**src/rtl/sprite_blit_pkg.sv**
```systemverilog
package sprite_blit_pkg;

    typedef enum logic [2:0] {
        ST_IDLE,
        ST_GET_SPR,
        ST_GET_L,
        ST_GET_R,
        ST_PUT_L,
        ST_PUT_R,
        ST_DRAIN
    } blit_state_e;

endpackage

```
**src/rtl/blit_addr_gen.sv**
```systemverilog
// Maps a sprite row onto the two framebuffer bytes it touches, with wrap.
module blit_addr_gen #(
    parameter int AW      = 12,
    parameter int COLW    = 3,
    parameter int YW      = 5,
    parameter int NW      = 4,
    parameter logic [AW-1:0] FB_BASE = 12'h100
) (
    input  logic [COLW-1:0] x_col,
    input  logic [YW-1:0]   y_pos,
    input  logic [NW-1:0]   row,
    output logic [AW-1:0]   left_addr,
    output logic [AW-1:0]   right_addr
);
    localparam int OFFW = YW + COLW;

    logic [YW-1:0]   y_wrap;
    logic [COLW-1:0] x_next;

    always_comb begin
        y_wrap     = y_pos + YW'(row);
        x_next     = x_col + COLW'(1);
        left_addr  = FB_BASE + AW'({y_wrap, x_col});
        right_addr = FB_BASE + AW'({y_wrap, x_next});
    end

    if (OFFW > AW) begin : g_bad_width
        initial $error("framebuffer offset wider than address");
    end
endmodule

```
**src/rtl/blit_row_shift.sv**
```systemverilog
// Places a sprite byte at the top of a double-width word and shifts it by the sub-byte offset.
module blit_row_shift #(
    parameter int DW  = 8,
    parameter int SHW = 3
) (
    input  logic [DW-1:0]   row_in,
    input  logic [SHW-1:0]  offset,
    output logic [2*DW-1:0] row_out
);
    always_comb begin
        row_out = {row_in, {DW{1'b0}}} >> offset;
    end
endmodule

```
**src/rtl/sprite_blit.sv**
```systemverilog
module sprite_blit
    import sprite_blit_pkg::*;
#(
    parameter int AW = 12,
    parameter int DW = 8,
    parameter int XW = 6,
    parameter int YW = 5,
    parameter int NW = 4,
    parameter logic [AW-1:0] FB_BASE = 12'h100
) (
    input  logic          clk,
    input  logic          rst,
    input  logic          draw,
    input  logic [AW-1:0] spr_addr,
    input  logic [NW-1:0] spr_rows,
    input  logic [XW-1:0] pos_x,
    input  logic [YW-1:0] pos_y,
    output logic          busy,
    output logic          collision,
    output logic [AW-1:0] ram_rd_addr,
    input  logic [DW-1:0] ram_rd_data,
    output logic [AW-1:0] ram_wr_addr,
    output logic [DW-1:0] ram_wr_data,
    output logic          ram_we
);
    localparam int SHW      = $clog2(DW);
    localparam int COLW     = XW - SHW;
    localparam int FB_BYTES = (1 << COLW) * (1 << YW);

    typedef struct packed {
        blit_state_e     st;
        logic [NW-1:0]   row;
        logic [NW-1:0]   rows;
        logic [AW-1:0]   base;
        logic [XW-1:0]   x;
        logic [YW-1:0]   y;
        logic [2*DW-1:0] word;
        logic            coll;
        logic [AW-1:0]   ra;
        logic [AW-1:0]   wa;
        logic [DW-1:0]   wd;
        logic            we;
    } regs_t;

    regs_t r_q, r_d;

    logic [AW-1:0]   left_addr, right_addr;
    logic [2*DW-1:0] shifted;
    logic [DW-1:0]   hi_half, lo_half;

    blit_addr_gen #(
        .AW(AW), .COLW(COLW), .YW(YW), .NW(NW), .FB_BASE(FB_BASE)
    ) u_addr (
        .x_col     (r_q.x[XW-1:SHW]),
        .y_pos     (r_q.y),
        .row       (r_q.row),
        .left_addr (left_addr),
        .right_addr(right_addr)
    );

    blit_row_shift #(.DW(DW), .SHW(SHW)) u_shift (
        .row_in (ram_rd_data),
        .offset (r_q.x[SHW-1:0]),
        .row_out(shifted)
    );

    assign hi_half = r_q.word[2*DW-1:DW];
    assign lo_half = r_q.word[DW-1:0];

    always_comb begin
        r_d    = r_q;
        r_d.we = 1'b0;
        unique case (r_q.st)
            ST_IDLE: begin
                if (draw) begin
                    r_d.coll = 1'b0;
                    if (spr_rows != '0) begin
                        r_d.rows = spr_rows;
                        r_d.row  = '0;
                        r_d.base = spr_addr;
                        r_d.x    = pos_x;
                        r_d.y    = pos_y;
                        r_d.st   = ST_GET_SPR;
                    end
                end
            end
            ST_GET_SPR: begin
                r_d.ra = r_q.base + AW'(r_q.row);
                r_d.st = ST_GET_L;
            end
            ST_GET_L: begin
                r_d.ra = left_addr;
                r_d.st = ST_GET_R;
            end
            ST_GET_R: begin
                // sprite byte issued two cycles ago is on the read bus now
                r_d.ra   = right_addr;
                r_d.word = shifted;
                r_d.st   = ST_PUT_L;
            end
            ST_PUT_L: begin
                r_d.wa   = left_addr;
                r_d.wd   = ram_rd_data ^ hi_half;
                r_d.we   = 1'b1;
                r_d.coll = r_q.coll | (|(ram_rd_data & hi_half));
                r_d.st   = ST_PUT_R;
            end
            ST_PUT_R: begin
                r_d.wa   = right_addr;
                r_d.wd   = ram_rd_data ^ lo_half;
                r_d.we   = 1'b1;
                r_d.coll = r_q.coll | (|(ram_rd_data & lo_half));
                if (r_q.row == r_q.rows - NW'(1)) begin
                    r_d.st = ST_DRAIN;
                end else begin
                    r_d.row = r_q.row + NW'(1);
                    r_d.st  = ST_GET_SPR;
                end
            end
            ST_DRAIN: r_d.st = ST_IDLE;
            default:  r_d.st = ST_IDLE;
        endcase
    end

    always_ff @(posedge clk) begin
        if (rst) begin
            r_q <= '0;
        end else begin
            r_q <= r_d;
        end
    end

    assign busy        = (r_q.st != ST_IDLE);
    assign collision   = r_q.coll;
    assign ram_rd_addr = r_q.ra;
    assign ram_wr_addr = r_q.wa;
    assign ram_wr_data = r_q.wd;
    assign ram_we      = r_q.we;

    // writes stay inside the framebuffer and occur only during a draw
    assert_wr_in_fb_R10: assert property (@(posedge clk) disable iff (rst)
        ram_we |-> (ram_wr_addr >= FB_BASE) &&
                   (ram_wr_addr < FB_BASE + AW'(FB_BYTES)));
    assert_we_busy_R10: assert property (@(posedge clk) disable iff (rst)
        ram_we |-> busy);
    // two writes in a row go to distinct bytes
    assert_we_pair_R4: assert property (@(posedge clk) disable iff (rst)
        (ram_we && $past(ram_we)) |-> (ram_wr_addr != $past(ram_wr_addr)));
    // cleared on start, held otherwise
    assert_coll_clear_R6: assert property (@(posedge clk) disable iff (rst)
        $rose(busy) |-> !collision);
    assert_coll_hold_R6: assert property (@(posedge clk) disable iff (rst)
        (collision && !(draw && !busy)) |=> collision);
    // an empty sprite never starts a draw
    assert_zero_rows_R8: assert property (@(posedge clk) disable iff (rst)
        (!busy && draw && spr_rows == '0) |=> !busy);
    // a running draw is not restarted by a new request
    assert_ignore_R7: assert property (@(posedge clk) disable iff (rst)
        (busy && r_q.st != ST_DRAIN) |=> busy);
    // read addresses step sprite -> left -> right on consecutive cycles
    assert_read_order_R9: assert property (@(posedge clk) disable iff (rst)
        (r_q.st == ST_PUT_L) |-> (ram_rd_addr == right_addr) &&
                                 ($past(ram_rd_addr) == left_addr));
endmodule

```
**config.mk**
```make
export PLATFORM = sky130hd
export DESIGN_NAME = sprite_blit
export DESIGN_NICKNAME = d
export VERILOG_FILES = /design/src/rtl/sprite_blit_pkg.sv /design/src/rtl/blit_addr_gen.sv /design/src/rtl/blit_row_shift.sv /design/src/rtl/sprite_blit.sv
export SDC_FILE = /design/constraint.sdc
export NUM_CORES = 1
export LEC_CHECK = 0
export ABC_AREA = 1
export BUFFER_PORTS_ARGS = -buffer_cell sky130_fd_sc_hd__buf_2
export CORE_ASPECT_RATIO = 0.6
export CORE_MARGIN = 10
export CORE_UTILIZATION = 55
export CTS_BUF_LIST = sky130_fd_sc_hd__clkbuf_4
export DETAILED_ROUTE_END_ITERATION = 10
export PLACE_DENSITY = 0.77
export SLEW_MARGIN = 25
export SYNTH_ARGS = -nofsm -noshare
export SYNTH_HDL_FRONTEND = slang
export SYNTH_HIERARCHICAL = 1
export SYNTH_SLANG_ARGS = --single-unit
```
**constraint.sdc**
```tcl
create_clock -name clk -period 2.3 [get_ports clk]
set_input_delay 0.46 -clock clk [delete_from_list [all_inputs] [get_ports clk]]
set_output_delay 0.46 -clock clk [all_outputs]
set_load 0.05 [all_outputs]
```
### Word level (Yosys, flattened, before mapping)

Index checks and enable logic that the tools add are counted.

* bits in registers: 84
* input port bits: 38
* output and inout port bits: 35
* word-level logic and storage cells: 58

* add/sub/neg operators: 7
* eq/ne operators: 9
* shift operators: 1
* multiplexer cells: 10
* bitwise logic cells: 6
* reduce and logical (&&, ||, !) cells: 13

Operators by type and width (number)
* two-way mux 34 bit: 2
* case mux 21 bit (2 select lines): 1
* case mux 12 bit (3 select lines): 1
* adder 9 x 8 -> 10 bit (first input constant): 2
* case mux 3 bit (6 select lines): 1
* bitwise AND 8 bit: 2
* OR reduction 8 bit: 2
* right shift 16 x 3 -> 16 bit: 1
* bitwise XOR 8 bit: 2
* adder 12 x 4 -> 12 bit: 1
* nonzero test 3 bit: 3
* case mux 4 bit (2 select lines): 1
* == test 3 x 2 -> 1 bit (second input constant): 2
* == test 3 bit (second input constant): 2
* inequality test 2 bit (second input constant): 3
* adder 5 x 4 -> 5 bit: 1
* adder 4 x 1 -> 4 bit (second input constant): 1
* == test 4 bit: 1
* two-way mux 4 bit: 1
* AND reduction 2 bit: 2
* AND reduction 4 bit: 1
* nonzero test 2 bit: 2
* nonzero test 4 bit: 1
* subtractor 4 x 1 -> 4 bit (second input constant): 1
* other kinds (8): 9

### Depth between registers and ports, before layout

Gate-level depths: netlist of the first run.

* depth after elaboration: 4
* depth in mapped cells: 13
* gate-level depth less buffers: 13

### Modules after synthesis

Netlist of the first run, hierarchy kept.

Modules (own cells, without submodules)
* sprite_blit: instances 1, cells an instance 600, area an instance 4292.9 um2, sequential area each 1681.6 um2
* blit_row_shift: instances 1, cells an instance 77, area an instance 356.6 um2, sequential area each 0.0 um2
* blit_addr_gen: instances 1, cells an instance 55, area an instance 346.6 um2, sequential area each 0.0 um2

### Least setup slack after synthesis of the first run

OpenSTA, ideal clock, no wires.

* path kind: register to register
* start point: reg r_q[77] (netlist name)
* end point: reg r_q (netlist bit ram_rd_addr[7])
* library setup time: 0.124 ns
* data arrival time: 1.672 ns
* data required time: 2.176 ns
* slack: 0.504 ns
* stages on the path, launching flop included: 11
* buffers on the path: 1
* clock period less this slack: 1.796 ns
* cell sequence: dfxtp_1 ha_1 inv_1 fa_1 inv_1 nand3_1 nand3_1 nand2_1 buf_4 a22oi_1 a31oi_1

* word-level cells in the longest chain between the ends: 3
* elaborated cells between the ends (all ways): 5
* classes of those cells: 4 x add/sub; 1 x mux

RTL lines
* start, declared: RTL line sprite_blit.sv:45 `regs_t r_q, r_d;`
* start signal, assigned: RTL line sprite_blit.sv:129 `r_q <= r_d;`
* adder 5 x 4 -> 5 bit: RTL line blit_addr_gen.sv:21 `y_wrap = y_pos + YW'(row);`
* adder 9 x 8 -> 10 bit: RTL line blit_addr_gen.sv:23 `left_addr = FB_BASE + AW'({y_wrap, x_col});`
* named net left_addr[7]: RTL line sprite_blit.sv:47 `logic [AW-1:0] left_addr, right_addr;`
* case mux 12 bit (3 select lines): RTL line sprite_blit.sv:73 `unique case (r_q.st)`

The timed path passes the listed nets, and every way through them passes these cells.
A chain may end at the register's enable or synchronous reset.

### Worst setup path in the final report of the first run

* start point: reg r_q[82] (netlist name)
* end point: out busy

* word-level cells in the longest chain between the ends: 1

RTL lines
* nonzero test 3 bit: RTL line sprite_blit.sv:133 `assign busy = (r_q.st != ST_IDLE);`
* end, declared: RTL line sprite_blit.sv:18 `output logic busy,`

Every way passes these cells.

==> out/results.txt, run 1 <==
GR Overflow Total = 0
CTS tree = done
Mapped Cells = 732
Yosys warning total = 6
row count = 26
Setup Fix Bufs, Post-CTS = 0
sequential fraction of the synthesis area = 33.7%
ANT cells = 0
Setup CP Type = flip-flop to primary output
top cells by count, synth = 164 x nand2_1, 84 x dfxtp_1, 71 x inv_1
Worst Clk Skew = 0.0210 ns
drt via density = 5.44
met3 GRT Util = 6.16%
final hold violations = 0
CP endpoint kind = primary output
Combinational Power Share = 31.1%
Max Clk Rate = 0.502 GHz
sw frac = 39.2%
hold_buf cts = 0
die area = 0.0134 mm^2
vias in the first global route = 4307
Initial Utilization = 57.5%
post-route DRC violation count = 0
DRT iter0 DRCs = 473
Mapped Avg Cell Area = 6.83 um^2
EDFF count, synth = 0
Peak VDD IR = 0.313 mV
RSZ-0062 raised after global routing = no
met2 Usage GRT = 28.6%
total track usage = 19.5%
status = finished, final reports clean
Worst Max-Slew Pin Slew = 0.669 ns
Core Area = 0.00869 mm^2
root buffer cell = clkbuf_4
Clock Tree Buf Depth = 2
hold crit path type = input port to flip-flop
Clock Pin Slew Worst Setup and Hold Paths = 0.13 ns
Post-Syn Area = 0.00500 mm^2
Net Sw Power = 1.46 mW
Final Util = 60.0%
relative slew slack = 55.4%
r2r setup slk = 0.38 ns
area delta synth->final = 4.38%
Pre-antenna DRT Iters = 6
worst skew pair latency = 0.45 ns
grt met1 use = 27.0%
Final min period = 1.99 ns
top-count cell post-synth = nand2_1
clock sinks = 84
CP Max Fanout = 5
top_reg_cell synth = dfxtp_1
IO Pins = 73
Final Max Tran Viols = 0
grt peak-use layer = met2
Max-Cap Viols = 0
Setup Total Neg Slack = 0 ns
count of state elements after synthesis = 84
TritonCTS buffer count = 9
Routed Antenna Nets = 0
Setup crit start kind = flip-flop
largest area contributor in the netlist = dfxtp_1
chip width = 143 um
clock network power share = 22.8%
P_int = 2.27 mW
layout cells sized above 1 = 15.8%
Seq pwr share = 46.1%
Total Wirelength = 13200 um
number of antenna violations at the first check in global routing = 0
Post-DP HPWL = 9900 um
# setup viols final = 0
average wire per standard cell = 15.1 um
CTS resizes = 0
asr flop ratio synth = 0%
first-pass GRT wire length = 21100 um
CTS H-tree lvls = 3
DR vias = 4739
largest net degree at the start of global routing = 78
top cell type's share of synthesized area = 33.7%
fin crit share = 86.7%
top cells by area, synth = dfxtp_1 34%, nand2_1 12%, buf_4 7.8%
final net count = 805
Pleak = 2.63 nW
library cells used by synthesis = 33
Placer Congestion = 0.932
critical path required time = 1.84 ns
Die Y = 93.8 um
Port Buffers = 72
PD cells = 716 mW/mm^2
CP Data Arrival Time = 1.53 ns
==> cell families after synthesis <==
family	after synthesis	share of synthesized area (%)
other cells	3	0.225
buf+inv	156	16.6
simple gates	317	27.0
xor+xnor	15	2.63
compound gates	144	16.4
flops	84	33.7
fa+ha+maj	13	3.56
==> worst max-delay path, stage by stage, from the launching register on <==
cell	delay, ns
dfxtp_1	0.40
or2_4	0.30
nor2_4	0.11
inv_1	0.07
buf_2	0.21
==> layer usage <==
metal	vias to the layer above	share of wire (%)
met3	17	11
met4	0	1.3
met1	2143	47
met2	223	41
met5	-	0
li1	2356	-
==> state kept, by name, indices dropped and copies added (netlist names) <==
| register | cells |
|---|---|
| ram_we | 1 |
| lo_half | 8 |
| r_q | 34 |
| hi_half | 8 |
| ram_rd_addr | 12 |
| ram_wr_data | 8 |
| ram_wr_addr | 12 |
| collision | 1 |
==> power groups by stage <==
stage | combinational, mW | clock (mW) | sequential, mW
floorplan | 0.980 | 0 | 1.72
global placement | 1.12 | 0 | 1.75
detailed placement | 1.14 | 0 | 1.75
CTS | 1.15 | 0.859 | 1.72
global route | 1.27 | 0.927 | 1.74
finish | 1.16 | 0.851 | 1.72
==> per-stage QoR <==
step	power, mW	hold WS [ns]	std cells	cell area [um^2]	worst slack (ns)
after floorplan	2.70	0.444	738	5020	0.504
after global placement	2.86	0.454	855	5080	0.490
after detailed placement	2.89	0.464	855	5080	0.387
after CTS	3.73	0.237	871	5220	0.281
after global routing	3.94	0.243	871	5220	0.219
final	3.73	0.263	871	5220	0.307
==> final timing paths <==
check,startpoint,end,cells past startpoint
max,r_q[82]$_SDFFE_PP0P_,busy,4
max reg2reg,r_q[77]$_SDFFE_PP0P_,ram_rd_addr[5]$_SDFFE_PP0P_,6
min,pos_x[0],r_q[55]$_SDFFE_PP0P_,3
min reg2reg,hi_half[3]$_SDFFE_PP0N_,hi_half[3]$_SDFFE_PP0N_,2
==> final cells by class <==
| cell class | count | area [um^2] |
|---|---|---|
| tap | 112 | 140 |
| clock inverter | 7 | 66.3 |
| clock buffer | 9 | 67.6 |
| sequential | 84 | 1680 |
| inverter | 77 | 299 |
| multi-input combinational | 498 | 2510 |
| timing repair buffer | 84 | 450 |
| fill | 848 | 3470 |
==> placed cells by master (no fill, tap or decap), types with 2 or more instances in the layout <==
master      count
nand2_1       164
dfxtp_1        84
buf_2          72
inv_1          70
o21ai_0        69
nor2_1         67
nand3_1        67
a21oi_1        41
xor2_1         12
buf_4          12
ha_1           11
clkbuf_4        9
conb_1          9
o21ai_2         8
a21o_1          8
a221oi_1        8
clkinv_1        5
nor3_1          5
a31oi_1         5
nand2_2         4
nand4_1         4
a22oi_1         4
nor2_4          3
xnor2_1         3
inv_6           3
inv_2           2
fa_1            2
clkinvlp_4      2
No activity file was read; power rests on OpenSTA's default activity.
==> run 2: changes to the inputs <==
--- a/config.mk
+++ b/config.mk
@@ -5,7 +5,6 @@
 export SDC_FILE = /design/constraint.sdc
 export NUM_CORES = 1
 export LEC_CHECK = 0
-export ABC_AREA = 1
 export BUFFER_PORTS_ARGS = -buffer_cell sky130_fd_sc_hd__buf_2
 export CORE_ASPECT_RATIO = 0.6
 export CORE_MARGIN = 10
==> run 2 against run 1 <==
Synthesized cell count decreased by 17%; register-to-register slack got worse by 0.23 ns; global-route usage fell by 0.72 points; area after synthesis shrank 3.4%; non-clock buffer count rose by 9; cell count decreased by 14%; via count shrank 12%; combinational power fell by 20%; die area is 2.8% lower; worst hold slack got worse by 0.041 ns; count of clock-buffer cells in the layout rose by 2; sequential power is 4% lower; highest routed layer unchanged.
==> out/results.txt, run 2 <==
number of antenna violations at the first check in global routing = 0
Finished Cell Area = 0.00514 mm^2
commonest non-fill, non-tap cell in the layout = nand2_1
grt met1 use = 27.7%
Setup Fix Bufs, Post-CTS = 0
CTS H-tree lvls = 3
Post-DP HPWL = 9380 um
post-route DRC violation count = 0
Post-Syn Area = 0.00483 mm^2
CP Max Fanout = 4
critical hold path startpoint = spr_addr[10]
worst reg-to-reg path cell count = 10
Max-Cap Viols = 0
library cells used by synthesis = 58
multi-input logic area = 0.00259 mm^2
Pre-antenna DRT Iters = 5
largest net degree at the start of global routing = 57
Reg area = 0.00168 mm^2
r2r endpoint = ram_rd_addr[7]$_SDFFE_PP0P_
layout cells sized above 1 = 19.7%
chip width = 141 um
Seq pwr share = 47.9%
row count = 26
clock sinks = 84
Final min period = 2.15 ns
grt peak-use layer = met1
Clock Pin Slew Worst Setup and Hold Paths = 0.13 ns
count of state elements after synthesis = 84
Total Wirelength = 12400 um
dpl cell area = 0.00499 mm^2
max reg flops = 34
Port Buffers = 72
Worst Clk Skew = 0.00708 ns
Clock Tree Buf Depth = 2
met2 Usage GRT = 25.8%
GR Overflow Total = 0
asr flop ratio synth = 0%
Die Y = 92.6 um
reg-to-reg startpoint = r_q[50]$_SDFFE_PP0P_
CTS resizes = 0
critical path required time = 2.67 ns
clock network power share = 25.2%
root buffer cell = clkbuf_4
DRT iter0 DRCs = 297
Routed Antenna Nets = 0
# setup viols final = 0
average wire per standard cell = 16.5 um
CTS tree = done
P_int = 2.23 mW
largest area contributor in the netlist = dfxtp_1
PD cells = 671 mW/mm^2
TritonCTS buffer count = 9
final hold violations = 0
ANT cells = 0
IO Pins = 73
Setup crit start kind = flip-flop
top_reg_cell synth = dfxtp_1
met3 GRT Util = 5.71%
Mapped Cells = 610
Initial Utilization = 56.6%
drt via density = 5.55
WHS Endpoint = r_q[71]$_SDFFE_PP0P_
Pleak = 2.13 nW
Yosys warning total = 6
vias in the first global route = 3827
most frequent cells in the layout = 123 x nand2_1, 84 x dfxtp_1, 72 x buf_2
status = finished, final reports clean
first-pass GRT wire length = 20100 um
worst skew pair latency = 0.46 ns
DR vias = 4177
relative slew slack = 56.5%
hold path cells = 3
Max Clk Rate = 0.466 GHz
top-count cell post-synth = nand2_1
area delta synth->final = 6.53%
Final Max Tran Viols = 0
top cells by count, synth = 123 x nand2_1, 84 x dfxtp_1, 71 x a21oi_1
RSZ-0062 raised after global routing = yes
EDFF count, synth = 0
Setup Total Neg Slack = 0 ns
CP endpoint kind = flip-flop
# fillers = 791
Placer Congestion = 0.953
CP Data Arrival Time = 2.52 ns
sw frac = 35.5%
hold_buf cts = 0
Reg with most FFs = r_q
Setup CP Type = flip-flop to flip-flop
r2r setup slk = 0.15 ns
top cell type's share of synthesized area = 34.8%
die area = 0.0130 mm^2
Mapped Avg Cell Area = 7.91 um^2
fin crit share = 93.3%
total track usage = 18.8%
Net Sw Power = 1.22 mW
Worst Max-Slew Pin Slew = 0.651 ns
Core Area = 0.00852 mm^2
top cells by area, synth = dfxtp_1 35%, nand2_1 9.6%, buf_4 7.8%
final net count = 687
Peak VDD IR = 0.392 mV
hold crit path type = input port to flip-flop
Combinational Power Share = 26.9%
sequential fraction of the synthesis area = 34.8%
run 2: cell types whose count changed in the layout (fill, tap and decap cells not counted), moves of 13 or more:
| cell | before | now |
|---|---|---|
| o21ai_0 | 69 | 6 |
| a211oi_1 | 0 | 18 |
| mux2i_1 | 0 | 33 |
| a21oi_1 | 41 | 70 |
| xnor2_1 | 3 | 18 |
| nand2_1 | 164 | 123 |
| inv_1 | 70 | 14 |
| nor2_1 | 67 | 54 |
| nand3_1 | 67 | 3 |
run 2: layout make-up:
type                       count  share of cell area [%]
timing repair buffer          93                    10.3
multi-input combinational    432                    50.5
clock buffer                  11                    1.61
tap                          112                    2.73
sequential                    84                    32.7
inverter                      16                    1.17
clock inverter                 5                    1.02
run 2: how the worst max path moves through the flow:
stage	startpoint	endpoint	slack [ns]	cells past startpoint
final	r_q[50]$_SDFFE_PP0P_	ram_rd_addr[7]$_SDFFE_PP0P_	0.15	10
after global routing	r_q[50]$_SDFFE_PP0P_	ram_rd_addr[7]$_SDFFE_PP0P_	-0.04	10
after detailed placement	r_q[50]$_SDFFE_PP0P_	ram_rd_addr[7]$_SDFFE_PP0P_	0.17	10
after global placement	r_q[50]$_SDFFE_PP0P_	ram_rd_addr[7]$_SDFFE_PP0P_	0.20	10
after CTS	r_q[78]$_SDFFE_PP0P_	ram_rd_addr[5]$_SDFFE_PP0P_	0.13	7
after floorplan	r_q[77]$_SDFFE_PP0P_	ram_rd_addr[7]$_SDFFE_PP0P_	0.10	11
run 2: per-stage QoR:
step / hold WS, ns / power [mW] / setup slack (ns) / instances / util, %
after floorplan: 0.432 / 2.42 / 0.103 / 616 / -
after global placement: 0.437 / 2.58 / 0.205 / 737 / 58.6
after detailed placement: 0.444 / 2.60 / 0.166 / 737 / 58.6
after CTS: 0.200 / 3.46 / 0.127 / 753 / 60.2
after global routing: 0.184 / 3.62 / -0.0368 / 753 / 60.3
final: 0.222 / 3.45 / 0.153 / 753 / 60.3
run 2: power by group through the flow:
stage	Combinational, mW	Clock, mW	Sequential (mW)
3_3_place_gp	0.899	0	1.68
4_1_cts	0.923	0.887	1.65
2_1_floorplan	0.786	0	1.64
5_1_grt	1.01	0.946	1.66
3_5_place_dp	0.916	0	1.68
6_report	0.928	0.870	1.65
run 2: cell families after synthesis:
kind of cell | share of synthesized area [%]
compound gates | 18.5
fa+ha+maj | 3.68
xor+xnor | 3.81
buf+inv | 12.2
simple gates | 18.3
mux | 8.48
flops | 34.8
other cells | 0.233
run 2: worst max-delay path, cell delays in order (launching register included):
cell	delay, ns
dfxtp_1	0.36
ha_1	0.18
inv_1	0.06
fa_1	0.40
nand2b_1	0.18
a21oi_2	0.17
xor2_2	0.21
nand2_1	0.08
a21oi_1	0.14
nor2_1	0.05
a311oi_1	0.25
run 2: routing by layer:
layer  vias up  wire [um]
li1       2069          -
met1      1933       6080
met2       164       5110
met3        11       1130
met4         0        106
met5         -          0
==> run 3: changes to the inputs <==
--- a/config.mk
+++ b/config.mk
@@ -5,9 +5,10 @@
 export SDC_FILE = /design/constraint.sdc
 export NUM_CORES = 1
 export LEC_CHECK = 0
+export ABC_AREA = 1
 export BUFFER_PORTS_ARGS = -buffer_cell sky130_fd_sc_hd__buf_2
 export CORE_ASPECT_RATIO = 0.6
-export CORE_MARGIN = 10
+export CORE_MARGIN = 4
 export CORE_UTILIZATION = 55
 export CTS_BUF_LIST = sky130_fd_sc_hd__clkbuf_4
 export DETAILED_ROUTE_END_ITERATION = 10
==> run 3 against run 2 <==
Via count is 15% higher; first-iteration DRC count is 70% higher; final area is 3.1% higher; count of clock-buffer cells in the layout down 1; flip-flop and latch count unchanged; cell count grew 16%; utilization increased by 0.70 points; setup slack improved by 0.15 ns; global-route usage is 5.9 points higher; non-clock buffer count is 8 lower; combinational power grew 24%; sequential share of layout area down 0.98 points.
==> out/results.txt, run 3 (same netlist as run 1, synthesis figures left out) <==
critical hold path startpoint = pos_y[1]
ANT cells = 0
DR vias = 4798
Clock Pin Slew Worst Setup and Hold Paths = 0.13 ns
Setup CP Type = flip-flop to primary output
post-route DRC violation count = 0
most frequent cells in the layout = 164 x nand2_1, 84 x dfxtp_1, 72 x buf_2
Pre-antenna DRT Iters = 5
GR Overflow Total = 0
Die Y = 81.8 um
IO Pins = 73
clock sinks = 84
Placer Congestion = 0.958
vias in the first global route = 4234
Reg with most FFs = r_q
Final Max Tran Viols = 0
layout cells sized above 1 = 16.2%
Max-Cap Viols = 0
Peak VDD IR = 0.357 mV
fin crit share = 87.0%
grt peak-use layer = met1
# fillers = 815
worst skew pair latency = 0.46 ns
Initial Utilization = 57.5%
# setup viols final = 0
Setup Total Neg Slack = 0 ns
Pleak = 2.67 nW
hold crit path type = input port to flip-flop
average wire per standard cell = 14.7 um
CP Max Fanout = 5
final hold violations = 0
Port Buffers = 72
Max Clk Rate = 0.500 GHz
CP Data Arrival Time = 1.54 ns
Clock Tree Buf Depth = 2
drt via density = 5.50
DRT iter0 DRCs = 505
PD cells = 769 mW/mm^2
commonest non-fill, non-tap cell in the layout = nand2_1
TritonCTS buffer count = 9
Core Area = 0.00869 mm^2
largest net degree at the start of global routing = 42
Post-DP HPWL = 9540 um
Worst Clk Skew = 0.0176 ns
row count = 26
met3 GRT Util = 6.50%
Total Wirelength = 12800 um
Setup Fix Bufs, Post-CTS = 0
critical path required time = 1.84 ns
die area = 0.0107 mm^2
Finished Cell Area = 0.00530 mm^2
met2 Usage GRT = 35.3%
crit path from = r_q[82]$_SDFFE_PP0P_
CTS tree = done
CP endpoint kind = primary output
Setup crit start kind = flip-flop
dpl cell area = 0.00509 mm^2
area delta synth->final = 6.09%
number of antenna violations at the first check in global routing = 0
Worst Max-Slew Pin Slew = 0.553 ns
total track usage = 24.7%
Final Util = 61.0%
max reg flops = 34
chip width = 131 um
Routed Antenna Nets = 0
grt met1 use = 36.9%
relative slew slack = 63.1%
root buffer cell = clkbuf_4
final net count = 806
RSZ-0062 raised after global routing = no
CTS H-tree lvls = 3
CTS resizes = 0
first-pass GRT wire length = 20700 um
total power = 4.08 mW
reg-to-reg startpoint = r_q[77]$_SDFFE_PP0P_
Final min period = 2.00 ns
status = finished, final reports clean
hold_buf cts = 0
-- run 3: power by group --
group | internal (mW) | leakage, nW | switching, mW
registers | 1.60 | 0.686 | 0.120
clock network | 0.673 | 0.107 | 0.526
logic | 0.339 | 1.88 | 0.813
total | 2.62 | 2.67 | 1.46
-- run 3: stage by stage --
| step | hold slack [ns] | setup slack [ns] | cells |
|---|---|---|---|
| 6_report | 0.259 | 0.300 | 872 |
| 5_1_grt | 0.253 | 0.145 | 872 |
| 4_1_cts | 0.243 | 0.279 | 872 |
| 3_5_place_dp | 0.444 | 0.391 | 856 |
| 3_3_place_gp | 0.441 | 0.506 | 856 |
| 2_1_floorplan | 0.444 | 0.504 | 738 |
-- run 3: final timing paths --
kind	endpoint	slack [ns]	cells past startpoint
min	r_q[51]$_SDFFE_PP0P_	0.26	3
max	busy	0.30	4
min reg2reg	collision$_SDFFE_PP0P_	0.47	2
max reg2reg	ram_rd_addr[5]$_SDFFE_PP0P_	0.34	6
-- run 3: critical path, cell delays in order, from the launching register on --
cell	delay [ns]
dfxtp_1	0.40
or2_4	0.30
nor2_4	0.11
inv_1	0.07
buf_2	0.21
-- run 3: layer usage --
metal	share of wire [%]	vias up
met5	0	-
met4	1.2	0
met3	10	15
met2	41	227
met1	48	2196
li1	-	2360
-- run 3: cell type report --
cell class / count / area (um^2) / share of cell area, %
multi-input cells: 498 / 2510 / 47.4
flip-flops and latches: 84 / 1680 / 31.7
repair buffers: 85 / 458 / 8.64
inverters: 77 / 299 / 5.64
well taps: 112 / 140 / 2.64
clock inverters: 6 / 136 / 2.57
clock buffers: 10 / 75.1 / 1.42
